$ cat config.mk
export PLATFORM = sky130hd
export DESIGN_NAME = cascade_counter4
export DESIGN_NICKNAME = d
export VERILOG_FILES = /design/src/rtl/ccnt_pkg.sv /design/src/rtl/ccnt_ctrl.sv /design/src/rtl/ccnt_next.sv /design/src/rtl/ccnt_reg.sv /design/src/rtl/cascade_counter4.sv
export SDC_FILE = /design/constraint.sdc
export NUM_CORES = 1
export LEC_CHECK = 0
export BUFFER_PORTS_ARGS = -buffer_cell sky130_fd_sc_hd__buf_2
export CAP_MARGIN = 0
export CORE_AREA = 2 2 39 41
export DETAILED_ROUTE_END_ITERATION = 8
export DIE_AREA = 0 0 41 43
export GPL_TIMING_DRIVEN = 0
export SETUP_SLACK_MARGIN = 0.05
export SLEW_MARGIN = 20
export SYNTH_ARGS = -nofsm -noshare
export SYNTH_HDL_FRONTEND = slang
export SYNTH_HIERARCHICAL = 1
export SYNTH_SLANG_ARGS = --single-unit
$ cat constraint.sdc
create_clock -name clk -period 3.9 [get_ports clk]
set_clock_uncertainty 0.2 [all_clocks]
set_input_delay 0.195 -clock clk [delete_from_list [all_inputs] [get_ports clk]]
set_output_delay 0.195 -clock clk [all_outputs]
set_load 0.05 [all_outputs]
$ cat src/rtl/ccnt_pkg.sv
// Package: shared operation code for the counter's next-state logic.
// Assumes: clear is handled in the state register, not in this code.
package ccnt_pkg;
    typedef enum logic [1:0] {
        OP_HOLD  = 2'd0,
        OP_COUNT = 2'd1,
        OP_LOAD  = 2'd2
    } ccnt_op_e;
endpackage

$ cat src/rtl/ccnt_ctrl.sv
// Module: ccnt_ctrl
// Decodes the load and enable controls into one operation.
// Assumes: clear is applied after this decode, so load beats count here
// and clear beats both in the register.
module ccnt_ctrl
    import ccnt_pkg::*;
(
    input  logic     load_n,
    input  logic     en_p,
    input  logic     en_t,
    output ccnt_op_e op
);
    // Pick the operation by priority: load first, then count, else hold.
    always_comb begin
        if (!load_n)
            op = OP_LOAD;
        else if (en_p && en_t)
            op = OP_COUNT;
        else
            op = OP_HOLD;
    end
endmodule

$ cat src/rtl/ccnt_next.sv
// Module: ccnt_next
// Computes the next count from the operation, current count and preset.
// Assumes: a decade count from 10 to 15 is advanced as plain binary, so
// 15 rolls to 0 through the natural width overflow.
module ccnt_next
    import ccnt_pkg::*;
#(
    parameter int          WIDTH  = 4,
    parameter logic [WIDTH-1:0] TERM = '1,
    parameter bit          DECADE = 1'b0
) (
    input  ccnt_op_e         op,
    input  logic [WIDTH-1:0] q,
    input  logic [WIDTH-1:0] din,
    output logic [WIDTH-1:0] d
);
    logic [WIDTH-1:0] inc;

    // Step value: wrap at the terminal count in decade mode.
    generate
        if (DECADE) begin : g_dec
            always_comb inc = (q == TERM) ? '0 : q + 1'b1;
        end else begin : g_bin
            always_comb inc = q + 1'b1;
        end
    endgenerate

    // Select the next state for the operation.
    always_comb begin
        unique case (op)
            OP_LOAD:  d = din;
            OP_COUNT: d = inc;
            default:  d = q;
        endcase
    end
endmodule

$ cat src/rtl/ccnt_reg.sv
// Module: ccnt_reg
// State register with a clear that is synchronous or asynchronous.
// Assumes: clr_n is active low and overrides the next-state value.
module ccnt_reg #(
    parameter int WIDTH     = 4,
    parameter bit ASYNC_CLR = 1'b0
) (
    input  logic             clk,
    input  logic             clr_n,
    input  logic [WIDTH-1:0] d,
    output logic [WIDTH-1:0] q
);
    generate
        if (ASYNC_CLR) begin : g_async
            // Store the next state; clear at once when clr_n falls.
            always_ff @(posedge clk or negedge clr_n) begin
                if (!clr_n) q <= '0;
                else        q <= d;
            end
        end else begin : g_sync
            // Store the next state; clear only on the clock edge.
            always_ff @(posedge clk) begin
                if (!clr_n) q <= '0;
                else        q <= d;
            end
        end
    endgenerate
endmodule

$ cat src/rtl/cascade_counter4.sv
// Module: cascade_counter4
// 4-bit presettable synchronous up-counter with a carry for chaining.
// Assumes: DECADE is used with WIDTH 4; en_t feeds the carry directly, so
// the carry is combinational and can ripple through a chain.
module cascade_counter4
    import ccnt_pkg::*;
#(
    parameter int WIDTH     = 4,
    parameter bit DECADE    = 1'b0,
    parameter bit ASYNC_CLR = 1'b0
) (
    input  logic             clk,
    input  logic             clr_n,
    input  logic             load_n,
    input  logic             en_p,
    input  logic             en_t,
    input  logic [WIDTH-1:0] din,
    output logic [WIDTH-1:0] q,
    output logic             carry_out
);
    localparam logic [WIDTH-1:0] TERM = DECADE ? WIDTH'(9) : {WIDTH{1'b1}};

    ccnt_op_e         op;
    logic [WIDTH-1:0] d;

    ccnt_ctrl u_ctrl (
        .load_n (load_n),
        .en_p   (en_p),
        .en_t   (en_t),
        .op     (op)
    );

    ccnt_next #(.WIDTH(WIDTH), .TERM(TERM), .DECADE(DECADE)) u_next (
        .op  (op),
        .q   (q),
        .din (din),
        .d   (d)
    );

    ccnt_reg #(.WIDTH(WIDTH), .ASYNC_CLR(ASYNC_CLR)) u_reg (
        .clk   (clk),
        .clr_n (clr_n),
        .d     (d),
        .q     (q)
    );

    // Carry: trickle enable qualified by the terminal count.
    always_comb carry_out = en_t && (q == TERM);
endmodule

==> results.md <==
* Fin Setup TNS at 0 ns
* Crit path from: load_n
* Antenna Cells at 0
* Routed Antenna Nets at 0
* Core Area at around 1400 um2
* Synth top cells by count: 5 x nor2_1, 4 x and2_1, 4 x dfxtp_1, 4 x inv_1, 4 x nand2_1
* DR vias at between 200 and 300
* GRT Overall Usage at ~9.2%
* Final period util at ~44%
* F_max at 578 MHz
* CTS Root Cell: clkbuf_4
* Sequential-to-total area share from yosys stat at between 20 and 30%
* DRT Wirelength at between 600 and 700 um
* Worst-skew pair later-pin latency at approximately 0.23 ns
* Worst reg2reg path depth at 4
* Setup bufs post-CTS at 0
* Mapped Nets at 48
* Critical Path Fanout Max at 10
* Worst Hold Class: input pin to flop
* Max VDD drop at 77.6 uV
* Row count at 14
* Post-CTS Hold Buffers at 0
* Clock input transition at the sequential cells of the worst setup and hold paths at 0.04 ns
* Nets at between 60 and 70
* Largest cells by area after synthesis: dfxtp_1 28%, ha_1 13%, and2_1 8.7%, nor2_1 6.5%, inv_1 5.2%
* Largest net degree at the start of global routing at 11
* Clk sink count at 4
* Die H at around 43 um
* Biggest regs: u_reg/q (4)
* Initial Util at a little over a fifth
* Post-Syn Area at a little under 300 um2
* Cell taking the most area after synthesis: dfxtp_1
* Iter 0 DRT Violations at 2
* Post-synth top flop: dfxtp_1
* Initial antenna violation count at 0
* Worst Setup Start Kind: input pin
* Ports at 14
* RSZ-0062 raised after global routing: no
* Global-route wire length before repair at ~1.1 mm
* Max reg flops at 4
* DR WL/cell at ~9 um
* IO buf count at 13
* Power per standard cell area at approximately 330 nW/um2
* Final hold violations at 0
* Vias in the first global route at about 280
* DRT Pass-1 Iters at 4
* CP Capture Point: u_reg/q[3]
* GP Congestion at about 0.72
* Fraction of layout cells with a size suffix above 1 at 36.5%
* Final Non-Filler Cells at 68
* Reg-to-Reg Start: u_reg/q[1]
* Reg with most FFs: u_reg/q
* Syn. warnings at 6
* Placed cell count at 65
* Netlist cell types at 17
* DRC at 0
* Leakage at just over 0.2 nW
* Cell with the most instances after synthesis: nor2_1
* Tightest Pin Transition at 0.249 ns
* Area grow syn2layout at 37.2%
* CP arrival at ~1.7 ns
* Post-CTS sizing at 0
* Cell Area, Placed at 374 um2
* Vias/cell at around 4.2
* TritonCTS clock tree: yes
* Max Cap Viol at 0
* R2R Path End: u_reg/q[2]
* Mapped Avg Cell Area at 8.03 um2
* Async S/R FF share, synth at 0%
* CP Class: input pin to flop
* Synth Register Bits at 4
* Worst R2R Setup Slack at approximately 2.2 ns
* Final Total Pwr at 0.129 mW
* GRT overflow at 0
* Final Cell Area at roughly 400 um2
* Chip Width at ~40 um
* Post-synth top area share at roughly 28%
* CTS H-tree depth at 1
* EDFF count, synth at 0
* WP data required at 3.83 ns
* Crit path capture type: flop
* Final Slew Violations at 0
* Rel. slew slack at roughly 84%
* Gate count of the mapped netlist at 36
* Clock tree buffer depth at 2
* # setup viols final at 0
* CTS Buf Count at 3
* Hold-critical path depth at 2
* Status: finished clean
* Fin crit period at 1.73 ns
* Die Area at 1760 um2
## cell type report
| cell class | instances | area, um2 |
|---|---|---|
| Sequential cell | 4 | 80.1 |
| Inverter | 4 | 15.0 |
| Timing Repair Buffer | 13 | 65.1 |
| Tap cell | 16 | 20.0 |
| Buffer | 1 | 11.3 |
| Multi-Input combinational cell | 27 | 183 |
| Fill cell | 157 | 987 |
| Clock buffer | 3 | 22.5 |
## worst max-delay path, stage by stage
cell and delay, ns:
buf_2 0.08, and3_1 0.17, inv_1 0.05, ha_1 0.28, buf_6 0.13, nor2_1 0.05, mux2_1 0.27, a221o_1 0.28
and2_1 0.15
## power by group
part           internal (mW)  switching [mW]
sequential            0.0436         0.00324
combinational         0.0135          0.0187
clock                 0.0344          0.0159
total                 0.0915          0.0379
## stage by stage
stage | setup slack [ns] | hold slack [ns] | utilization, %
final | 2.17 | 0.00479 | 28.7
after global routing | 2.04 | 0.0131 | 28.7
after CTS | 2.16 | 0.00155 | 28.7
after detailed placement | 1.91 | 0.247 | 27.0
after global placement | 1.94 | 0.239 | 27.0
after floorplan | 1.92 | 0.117 | -
## cell families (layout without fill, tap and decap cells)
family / Yosys count / count (layout) / share of synthesized area (%)
adder cells (fa/ha/maj): 3 / 3 / 13.0
AO/OA/AOI/OAI: 6 / 6 / 16.4
multiplexers: 2 / 2 / 7.79
flip-flops: 4 / 4 / 27.7
AND/OR/NAND/NOR: 16 / 16 / 26.0
buffers and inverters: 5 / 21 / 9.09
## worst min path at each step
stage / startpoint / end / slack [ns]
CTS: clr_n / u_reg/q[3] / 0.002
finish: clr_n / u_reg/q[3] / 0.005
floorplan: clr_n / u_reg/q[0] / 0.12
global placement: clr_n / u_reg/q[3] / 0.24
detailed placement: clr_n / u_reg/q[0] / 0.25
global route: clr_n / u_reg/q[3] / 0.01
## per-layer routing
layer	vias to the layer above	part of all wire (%)	track usage (%)
met5	-	0	0
met4	0	0	10.0
met3	0	6.2	0.524
met2	9	50	11.9
met1	120	44	12.2
li1	157	-	-
## placed cells by master (no fill, tap or decap), drive strengths merged
cell | synthesis | layout
buf | 1 | 14
clkbuf | 0 | 3
a22oi | 1 | 1
mux2 | 2 | 2
o21ai | 1 | 1
dfxtp | 4 | 4
and2 | 4 | 4
inv | 4 | 4
a221oi | 1 | 1
a21oi | 1 | 1
ha | 3 | 3
a221o | 2 | 2
nand2 | 4 | 4
nand3 | 2 | 2
nor2 | 5 | 5
and3 | 1 | 1
Note: power is estimated with default switching activity, not from simulation.
